File: src/rtl/plug_regs_pkg.sv
package plug_regs_pkg;

    localparam logic [39:0] WINDOW_HI = 40'hFFFF_F000_09;
    localparam logic [15:0] EXT_CMP_SWAP = 16'd2;

    typedef enum logic [2:0] {
        REQ_QREAD  = 3'd0,
        REQ_BREAD  = 3'd1,
        REQ_QWRITE = 3'd2,
        REQ_BWRITE = 3'd3,
        REQ_LOCK   = 3'd4
    } req_kind_e;

    localparam logic [3:0] RSP_COMPLETE = 4'h0;
    localparam logic [3:0] RSP_CONFLICT = 4'h4;
    localparam logic [3:0] RSP_TYPE_ERR = 4'h6;
    localparam logic [3:0] RSP_ADDR_ERR = 4'h7;

    typedef enum logic [1:0] {
        SLOT_OMASTER,
        SLOT_OPLUG,
        SLOT_IMASTER,
        SLOT_IPLUG
    } slot_kind_e;

    typedef struct packed {
        logic       online;
        logic       bcast;
        logic [5:0] p2p;
        logic [1:0] xspd;
        logic [5:0] chan;
        logic [1:0] spd;
        logic [3:0] ovh;
        logic [9:0] payload;
    } plug_word_t;

    typedef struct packed {
        logic [1:0]  spd;
        logic [5:0]  base;
        logic [1:0]  xspd;
        logic [16:0] spare;
        logic [4:0]  count;
    } master_word_t;

    function automatic logic is_connected(plug_word_t w);
        return w.bcast || (w.p2p != 6'd0);
    endfunction

    function automatic logic [5:0] bcast_channel(logic [5:0] base, logic [4:0] n);
        logic [6:0] sum;
        if (base == 6'd63) return 6'd63;
        sum = {1'b0, base} + {2'b00, n};
        if (sum >= 7'd63) sum = sum - 7'd63;
        return sum[5:0];
    endfunction

endpackage

File: src/rtl/plug_req_decode.sv
module plug_req_decode
    import plug_regs_pkg::*;
#(
    parameter int N_OUT = 3,
    parameter int N_IN  = 2
) (
    input  logic [2:0]  req_kind,
    input  logic [47:0] req_offset,
    input  logic [15:0] req_ext,
    input  logic [15:0] req_len,
    output logic        err,
    output logic [3:0]  err_code,
    output logic        is_lock,
    output logic        is_bread,
    output logic [5:0]  idx,
    output logic [6:0]  nq
);
    logic        in_space;
    logic        aligned;
    logic        impl;
    logic [4:0]  pos;
    logic [16:0] span;

    assign in_space = (req_offset[47:8] == WINDOW_HI);
    assign aligned  = (req_offset[1:0] == 2'b00);
    assign idx      = req_offset[7:2];
    assign pos      = idx[4:0];
    assign impl     = idx[5] ? (int'(pos) <= N_IN) : (int'(pos) <= N_OUT);
    assign span     = {11'd0, idx} + {3'd0, req_len[15:2]};
    assign nq       = req_len[8:2];

    always_comb begin
        err      = 1'b0;
        err_code = RSP_COMPLETE;
        is_lock  = 1'b0;
        is_bread = 1'b0;
        case (req_kind_e'(req_kind))
            REQ_QREAD: begin
                if (!in_space || !aligned || !impl) begin
                    err = 1'b1; err_code = RSP_ADDR_ERR;
                end
            end
            REQ_BREAD: begin
                is_bread = 1'b1;
                if (!in_space || !aligned || req_len[1:0] != 2'b00 ||
                    req_len == 16'd0 || span > 17'd64) begin
                    err = 1'b1; err_code = RSP_ADDR_ERR;
                end
            end
            REQ_QWRITE, REQ_BWRITE: begin
                err = 1'b1;
                err_code = in_space ? RSP_TYPE_ERR : RSP_ADDR_ERR;
            end
            REQ_LOCK: begin
                is_lock = 1'b1;
                if (!in_space) begin
                    err = 1'b1; err_code = RSP_ADDR_ERR;
                end else if (!aligned || req_ext != EXT_CMP_SWAP || req_len != 16'd4) begin
                    err = 1'b1; err_code = RSP_TYPE_ERR;
                end else if (!impl) begin
                    err = 1'b1; err_code = RSP_ADDR_ERR;
                end
            end
            default: begin
                err = 1'b1; err_code = RSP_TYPE_ERR;
            end
        endcase
    end
endmodule

File: src/rtl/plug_lock_rules.sv
module plug_lock_rules
    import plug_regs_pkg::*;
(
    input  slot_kind_e  kind,
    input  logic [4:0]  plug_n,
    input  logic [31:0] cur,
    input  logic [31:0] nxt,
    input  logic [5:0]  obase,
    output logic        legal,
    output logic [31:0] store
);
    plug_word_t   pc;
    plug_word_t   pn;
    plug_word_t   ps;
    master_word_t mn;

    assign pc = plug_word_t'(cur);
    assign pn = plug_word_t'(nxt);
    assign mn = master_word_t'(nxt);

    always_comb begin
        legal = 1'b1;
        ps    = pn;
        case (kind)
            SLOT_OMASTER, SLOT_IMASTER: begin
                if (mn.spd != 2'd3 && mn.xspd != 2'd0) legal = 1'b0;
            end
            SLOT_OPLUG: begin
                if (pn.spd != 2'd3 && pn.xspd != 2'd0) legal = 1'b0;
                if (is_connected(pc) &&
                    (pn.chan != pc.chan || pn.spd != pc.spd || pn.xspd != pc.xspd))
                    legal = 1'b0;
                if (!pc.bcast && pn.bcast && pc.p2p == 6'd0 && pn.p2p == 6'd0)
                    ps.chan = bcast_channel(obase, plug_n);
            end
            SLOT_IPLUG: begin
                if (pc.p2p != 6'd0 && pn.chan != pc.chan) legal = 1'b0;
            end
            default: legal = 1'b0;
        endcase
        store = ps;
    end
endmodule

File: src/rtl/plug_regs.sv
module plug_regs
    import plug_regs_pkg::*;
#(
    parameter int N_OUT = 3,
    parameter int N_IN  = 2
) (
    input  logic              clk,
    input  logic              rst,
    input  logic              req_valid,
    output logic              req_ready,
    input  logic [2:0]        req_kind,
    input  logic [47:0]       req_offset,
    input  logic [15:0]       req_ext,
    input  logic [15:0]       req_len,
    input  logic [31:0]       req_arg,
    input  logic [31:0]       req_data,
    input  logic [N_OUT-1:0]  out_online,
    input  logic [N_IN-1:0]   in_online,
    output logic              rsp_valid,
    output logic [3:0]        rsp_code,
    output logic [31:0]       rsp_data,
    output logic              rsp_last,
    output logic [N_OUT-1:0]  tx_en,
    output logic [N_IN-1:0]   rx_en
);
    localparam int SLOTS = 64;
    localparam int IBASE = SLOTS / 2;

    logic [31:0] o_mst, i_mst;
    logic [31:0] o_pcr [N_OUT];
    logic [31:0] i_pcr [N_IN];
    logic [31:0] view  [SLOTS];

    logic        busy;
    logic [5:0]  bidx;
    logic [6:0]  brem;

    logic        d_err, d_lock, d_bread;
    logic [3:0]  d_code;
    logic [5:0]  d_idx;
    logic [6:0]  d_nq;
    logic [4:0]  d_pos;
    logic [4:0]  plug_n;
    slot_kind_e  slot;
    logic [31:0] cur;
    logic        legal;
    logic [31:0] store;
    logic        acc;
    logic        we;
    master_word_t om;

    assign req_ready = !busy;
    assign acc       = req_valid && req_ready;
    assign om        = master_word_t'(o_mst);

    plug_req_decode #(.N_OUT(N_OUT), .N_IN(N_IN)) u_dec (
        .req_kind(req_kind), .req_offset(req_offset), .req_ext(req_ext),
        .req_len(req_len), .err(d_err), .err_code(d_code), .is_lock(d_lock),
        .is_bread(d_bread), .idx(d_idx), .nq(d_nq)
    );

    always_comb begin
        for (int k = 0; k < SLOTS; k++) view[k] = 32'd0;
        view[0] = {o_mst[31:5], 5'(N_OUT)};
        for (int n = 0; n < N_OUT; n++) view[1 + n] = {out_online[n], o_pcr[n][30:0]};
        view[IBASE] = {i_mst[31:5], 5'(N_IN)};
        for (int n = 0; n < N_IN; n++) view[IBASE + 1 + n] = {in_online[n], i_pcr[n][30:0]};
    end

    assign d_pos  = d_idx[4:0];
    assign plug_n = d_pos - 5'd1;
    assign cur    = view[d_idx];

    always_comb begin
        if (d_idx[5]) slot = (d_pos == 5'd0) ? SLOT_IMASTER : SLOT_IPLUG;
        else          slot = (d_pos == 5'd0) ? SLOT_OMASTER : SLOT_OPLUG;
    end

    plug_lock_rules u_rules (
        .kind(slot), .plug_n(plug_n), .cur(cur), .nxt(req_data),
        .obase(om.base), .legal(legal), .store(store)
    );

    assign we = acc && d_lock && !d_err && (cur == req_arg) && legal;

    always_ff @(posedge clk) begin
        if (rst) begin
            o_mst <= '0;
            i_mst <= '0;
            for (int n = 0; n < N_OUT; n++) o_pcr[n] <= '0;
            for (int n = 0; n < N_IN; n++)  i_pcr[n] <= '0;
        end else if (we) begin
            if (slot == SLOT_OMASTER) o_mst <= store;
            if (slot == SLOT_IMASTER) i_mst <= store;
            for (int n = 0; n < N_OUT; n++)
                if (slot == SLOT_OPLUG && int'(plug_n) == n) o_pcr[n] <= store;
            for (int n = 0; n < N_IN; n++)
                if (slot == SLOT_IPLUG && int'(plug_n) == n) i_pcr[n] <= store;
        end
    end

    always_ff @(posedge clk) begin
        if (rst) begin
            rsp_valid <= 1'b0;
            rsp_code  <= RSP_COMPLETE;
            rsp_data  <= '0;
            rsp_last  <= 1'b0;
            busy      <= 1'b0;
            bidx      <= '0;
            brem      <= '0;
        end else begin
            rsp_valid <= 1'b0;
            rsp_last  <= 1'b0;
            if (busy) begin
                rsp_valid <= 1'b1;
                rsp_code  <= RSP_COMPLETE;
                rsp_data  <= view[bidx];
                rsp_last  <= (brem == 7'd1);
                busy      <= (brem != 7'd1);
                brem      <= brem - 7'd1;
                bidx      <= bidx + 6'd1;
            end else if (acc) begin
                rsp_valid <= 1'b1;
                rsp_last  <= 1'b1;
                if (d_err) begin
                    rsp_code <= d_code;
                    rsp_data <= '0;
                end else if (d_lock) begin
                    rsp_data <= cur;
                    rsp_code <= (cur == req_arg && !legal) ? RSP_CONFLICT : RSP_COMPLETE;
                end else begin
                    rsp_data <= cur;
                    rsp_code <= RSP_COMPLETE;
                    if (d_bread && d_nq > 7'd1) begin
                        rsp_last <= 1'b0;
                        busy     <= 1'b1;
                        brem     <= d_nq - 7'd1;
                        bidx     <= d_idx + 6'd1;
                    end
                end
            end
        end
    end

    for (genvar g = 0; g < N_OUT; g++) begin : g_tx
        plug_word_t w;
        assign w = plug_word_t'(view[1 + g]);
        assign tx_en[g] = w.online && is_connected(w) && (w.spd <= om.spd) &&
                          !(w.spd == 2'd3 && w.xspd > om.xspd);
    end

    for (genvar g = 0; g < N_IN; g++) begin : g_rx
        plug_word_t w;
        assign w = plug_word_t'(view[IBASE + 1 + g]);
        assign rx_en[g] = w.online && is_connected(w);
    end
endmodule

File: config.mk
export PLATFORM = sky130hd
export DESIGN_NAME = plug_regs
export DESIGN_NICKNAME = d
export VERILOG_FILES = /design/src/rtl/plug_regs_pkg.sv /design/src/rtl/plug_req_decode.sv /design/src/rtl/plug_lock_rules.sv /design/src/rtl/plug_regs.sv
export SDC_FILE = /design/constraint.sdc
export NUM_CORES = 1
export LEC_CHECK = 0
export ABC_AREA = 1
export ABC_CLOCK_PERIOD_IN_PS = 7850
export BUFFER_PORTS_ARGS = -buffer_cell sky130_fd_sc_hd__clkbuf_2
export CORE_UTILIZATION = 45
export DETAILED_ROUTE_END_ITERATION = 10
export PLACE_DENSITY = 0.67
export SETUP_SLACK_MARGIN = 0.02
export SLEW_MARGIN = 20
export SYNTH_ARGS = -nofsm -noshare
export SYNTH_HDL_FRONTEND = slang
export SYNTH_SLANG_ARGS = --single-unit
File: constraint.sdc
create_clock -name clk -period 7.85 [get_ports clk]
set_input_delay 1.9625 -clock clk [delete_from_list [all_inputs] [get_ports clk]]
set_output_delay 1.9625 -clock clk [all_outputs]
set_load 0.03 [all_outputs]
## Word level (Yosys, flattened, before mapping)

Memories as Yosys holds them, arrays and structs flattened.
Cells that the tools add are included.

| storage, ports and cells | value |
|---|---|
| register bits | 116 |
| memory bits (writable) | 160 |
| input bits | 155 |
| output and inout port bits | 44 |
| memories kept | 2 |

Memories:

| memory | depth | bits a word | rd ports | clocked after Yosys merged registers in | wr ports | line | RTL |
|---|---|---|---|---|---|---|---|
| o_pcr | 3 | 32 | 3 | 0 | 3 | plug_regs.sv:30 | `logic [31:0] o_pcr [N_OUT];` |
| i_pcr | 2 | 32 | 2 | 0 | 2 | plug_regs.sv:31 | `logic [31:0] i_pcr [N_IN];` |

| cells by class | value |
|---|---|
| $add $sub $neg | 8 |
| magnitude comparators | 13 |
| equality and inequality tests | 26 |
| multiplexer cells | 93 |
| bitwise operators | 7 |
| reductions and logical operators | 82 |

Operator list:

| operator | number |
|---|---|
| $bmux 32 s6 | 2 |
| $mux 32 | 12 |
| $mux 6 | 10 |
| $mux 1 | 52 |
| $eq 40x40->1 const B | 1 |
| $reduce_bool 6->1 | 6 |
| $mux 7 | 5 |
| $logic_and 1x1->1 | 33 |
| $eq 32x32->1 | 1 |
| $gt 17x7->1 const B | 1 |
| $logic_not 16->1 | 1 |
| $ne 16x2->1 const B | 1 |
| $ne 16x3->1 const B | 1 |
| $pmux 4 s4 | 1 |
| $add 6x14->15 | 1 |
| $logic_or 1x1->1 | 15 |
| $mux 3 | 5 |
| $ge 7x7->1 const B | 2 |
| $not 6->7 | 2 |
| $sub 7x1->7 const B | 2 |
| $add 6x1->6 const B | 2 |
| $logic_not 6->1 | 2 |
| $mux 4 | 3 |
| $eq 2x2->1 const B | 5 |
| other kinds (31) | 63 |

## Depth between registers and ports, before layout

| logic depth | value |
|---|---|
| depth after elaboration | 16 |
| depth in mapped cells | 26 |
| gate-level depth less buffers | 23 |

## Hierarchy

A second synthesis with hierarchy kept.

| second synthesis, totals | value |
|---|---|
| cell total of the unflattened synthesis | 2524 |
| area, all modules | 17397.9 um^2 |

Modules (own cells, without submodules):

| module | times used | cells an instance | area an instance (um^2) | sequential area each (um^2) |
|---|---|---|---|---|
| plug_regs | 1 | 2090 | 15079.5 | 6776.5 |
| plug_req_decode | 1 | 270 | 1298.7 | 0.0 |
| plug_lock_rules | 1 | 164 | 1019.7 | 0.0 |

## Least setup slack after synthesis

Ideal clock, no wire load.

| timing path | value |
|---|---|
| path kind | input to register |
| from | input port req_offset[2] |
| to | memory i_pcr[0][0], enable pin |
| setup time | 0.462 ns |
| arrival | 6.250 ns |
| required time | 7.388 ns |
| path slack | 1.137 ns |
| stages | 16 |
| buffers on the path | 0 |
| cells stage by stage | ha_1 -> fa_1 -> or2_2 -> nor2_1 -> nand3_1 -> nor2_1 -> nand2_1 -> nand2_1 -> nand2_1 -> nor2_1 -> nand3_1 -> nand2_1 -> nand3_1 -> nor2_1 -> nand2_1 -> o21ai_0 |

RTL lines:

| element | line | RTL |
|---|---|---|
| from (decl) | plug_regs.sv:12 | `input logic [47:0] req_offset,` |
| to (decl) | plug_regs.sv:31 |  |

==> results.md <==
* Comb power frac at 14.1%
* Fin Clk Skew at slightly above 0.02 ns
* Initial antenna violation count at 0
* Global-route wire length before repair at 96800 um
* Clock Sinks at 260
* Hold_buf cts at 0
* Starting Density at about 46%
* Placed instance count at about 3000
* Die height at 195 um
* Sequential share of the synthesized area at about 40%
* Util after Layout at a little over half
* Post-Synth Simple-Gate Area at between 30% and 40%
* Design area at just under 20000 sq um
* Crit-path slowest cell: buf_4
* Syn Inst Count at between 2000 and 2500
* R2R Path Start: busy$_SDFF_PP0_
* Pre-CTS setup slack at 1.81 ns
* Pint at about 2500 uW
* Yosys reg bits at 260
* Final Non-Filler Cells at 3079
* Post-synthesis cell area at 16800 sq um
* Yosys cell types at 48
* DPL Wire Length at ~44000 um
* Critical path's largest stage delay at between 0.5 and 0.6 ns
* Final setup TNS at 0 ns
* Wirelength per Cell at 21.1 um
* Largest net degree at the start of global routing at 65
* Mean number of vias per cell at 5.82
* Compound-Gate Fraction of Synth Area at a little over an eighth
* Core area at 36700 sq um
* HP Start: rsp_data[22]$_SDFFE_PP0N_
* Most common cell after layout, fill and taps aside: nand2_1
* H-tree depth at 1
* Leak Pwr at around 0.0093 uW
* Via count at roughly 18000
* CTS Buf Count at 29
* GRT Total Usage at between 30% and 40%
* Setup bufs post-CTS at 0
* Width of the die at about 200 um
* CTS resizes at 0
* WL final at about 65000 um
* CTS tree: done
* Gpl congestion at 1.01
* Crit path required time at 8.10 ns
* Peak supply drop at roughly 0.18 mV
* Share of post-route cells with drive strength above 1 at around 12%
* Clk pin slew, worst setup/hold paths at approximately 0.060 ns
* Remaining DRCs at 0
* Ys async rst share at 0%
* Max_slew headroom at between 20% and 30%
* Die area at ~38000 sq um
* Post-Syn Area per Cell at slightly below 7 sq um
* Max Buffers Root-to-Sink at 3
* Mapped Nets at 2647
* Syn-to-layout area delta at 14.4%
* Worst Path Max Fanout at 41
* Vias in the first global route at between 15000 and 20000
* Post-route setup slack at 2.26 ns
* N_diodes at 0
* Pins over their slew limit at 0
* Highest Clock Rate at between 150 and 200 MHz
* # rows at 70
* Pre-antenna DRT Iters at 6
* Most frequent cells in the layout: 684 x nand2_1, 314 x inv_1, 250 x nor2_1, 225 x nand3_1, 196 x clkbuf_2
* Main combinational cell family by area after synthesis: simple AND/OR/NAND/NOR gates
* Worst Hold Class: reg -> reg
* CP Data Arrival Time at 5.84 ns
* Grt ovf at 0
* Worst Setup Start Kind: input pin
* Status: finished, final reports clean
* Dpl cell area at 18200 sq um
* XOR/XNOR Fraction of Synth Area at approximately 1.1%
* Clk root buf: clkbuf_16
* Fin nets at between 2000 and 3000
* Final hold vios at 0
* Pwr dens at around 180 nW/um^2
* Sequential share of power at a little over two fifths
* Synth Area in Adders at roughly 3.0%
* First-iteration detailed-routing DRC count at around 2100
* Post-layout minimum cycle time at ~5.6 ns
* Post-synth EDFFs at 155
* Max Cap Viol at 0
* Switching pwr at roughly 940 uW
* Crit. End Element: flip-flop
* CP Cell Sequence: clkbuf_2, buf_4, nand2_1, nor2_1, nor2_1, nand2_1, nand3_1, nand2_1, nand2_1, inv_1, nand3_1, nor2_1, nand2_1, nand2_1, nand2_1, nand2_1, and2_1, nand2_1, o21ai_4, buf_12
* Switching share of power at 27.5%
* Main synth FF type: edfxtp_1
* Critical Path Start: req_offset[3]
* Endpoints failing setup at 0
* Worst skew pair latency at just under 0.6 ns
* Mux cell area share after synthesis at less than 1%
* Most common cell on crit path: nand2_1
* Tightest Pin Transition at roughly 1.2 ns
* IO buf count at 197
* RSZ-0062 raised after global routing: false
* Ys Warns at 0
* Routed Antenna Nets at 0
* CP Class: in -> reg
* Tcrit/Tclk final at 71.2%
* Clk pwr share at about two fifths
* Ports at ~200
metrics by stage:
| stage | hold WS, ns | total power [uW] |
|---|---|---|
| final | 0.486 | 3410 |
| after global routing | 0.514 | 3520 |
| after CTS | 0.489 | 3410 |
| after detailed placement | 0.477 | 1990 |
| after global placement | 0.476 | 1980 |
| after floorplan | 0.454 | 1800 |
final cells by class:
cell class,count,area (sq um)
Clock buffer,36,812
Fill cell,3561,17400
Multi-Input combinational cell,1736,8350
Clock inverter,17,191
Inverter,323,1210
Timing Repair Buffer,239,1340
Tap cell,468,586
Sequential cell,260,6760
critical path: cells and delay by family:
kind / cells / cell delay (ns)
simple gates: 15 / 2.25
buf+inv: 4 / 1.02
compound gates: 1 / 0.56
Yosys cell counts (2+ instances only):
cell type / count / area, sq um
xnor2_1: 3 / 26.3
and2_1: 2 / 12.5
or2_2: 7 / 43.8
nor3_1: 15 / 75.1
nand3b_1: 8 / 60.1
o21ai_1: 4 / 20.0
o21a_1: 3 / 22.5
o21ai_0: 126 / 631
o31ai_1: 2 / 15.0
edfxtp_1: 155 / 4650
inv_1: 315 / 1180
fa_1: 2 / 40.0
o2111ai_1: 3 / 26.3
clkbuf_1: 82 / 308
nand3_1: 225 / 1130
nor2_1: 254 / 953
nand4_1: 64 / 400
nor2_2: 2 / 12.5
a211oi_1: 6 / 45.0
o22ai_1: 11 / 68.8
clkinv_1: 2 / 7.51
buf_4: 7 / 52.6
ha_1: 37 / 463
nor4_1: 13 / 81.3
buf_2: 36 / 180
o211ai_1: 32 / 240
a21oi_1: 154 / 771
nand2_1: 686 / 2570
buf_1: 9 / 33.8
a41oi_1: 3 / 26.3
a21o_1: 3 / 22.5
inv_2: 6 / 22.5
dfxtp_1: 105 / 2100
xor2_1: 18 / 158
o2bb2ai_1: 9 / 78.8
a31oi_1: 32 / 200
path summary, 6_finish.rpt:
| kind | to | cells after the start | slack, ns |
|---|---|---|---|
| worst max-delay path | o_pcr[0][15]$_DFFE_PP_ | 20 | 2.26 |
| worst min-delay path | rsp_data[22]$_SDFFE_PP0N_ | 2 | 0.49 |
| worst max register to register | o_pcr[0][41]$_DFFE_PP_ | 12 | 3.87 |
| worst min register to register | rsp_data[22]$_SDFFE_PP0N_ | 2 | 0.49 |
logic make-up (layout without fill, tap and decap cells):
group,after synthesis,in the layout
adder cells (fa/ha/maj),39,39
other,1,1
buffers and inverters,457,615
XOR/XNOR,21,21
AO/OA/AOI/OAI,394,394
flip-flops,260,260
multiplexers,1,1
AND/OR/NAND/NOR,1280,1280
layer usage:
| metal | part of all wire, % | global-route usage (%) | vias up | wire length [um] |
|---|---|---|---|---|
| met4 | 5.0 | 16.7 | 0 | 3280 |
| met5 | 0 | 0 | - | 0 |
| met1 | 39 | 43.5 | 8127 | 25100 |
| met2 | 44 | 53.7 | 1230 | 28900 |
| li1 | - | - | 8356 | - |
| met3 | 12 | 5.34 | 213 | 7690 |
sequential cells by signal (all words and copies together), names as in the netlist:
| register | cells |
|---|---|
| rsp_data | 32 |
| rsp_last | 1 |
| o_pcr | 93 |
| bidx | 6 |
| i_mst | 27 |
| busy | 1 |
| o_mst | 27 |
| brem | 7 |
| rsp_valid | 1 |
| i_pcr | 62 |
| rsp_code | 3 |
power groups by stage:
stage | sequential, uW | combinational (uW) | clock, uW
after detailed placement | 1520 | 467 | 0
final | 1500 | 482 | 1430
after CTS | 1490 | 469 | 1440
after global placement | 1520 | 461 | 0
after global routing | 1500 | 520 | 1500
after floorplan | 1520 | 278 | 0
Note: power is estimated with default switching activity, not from simulation.
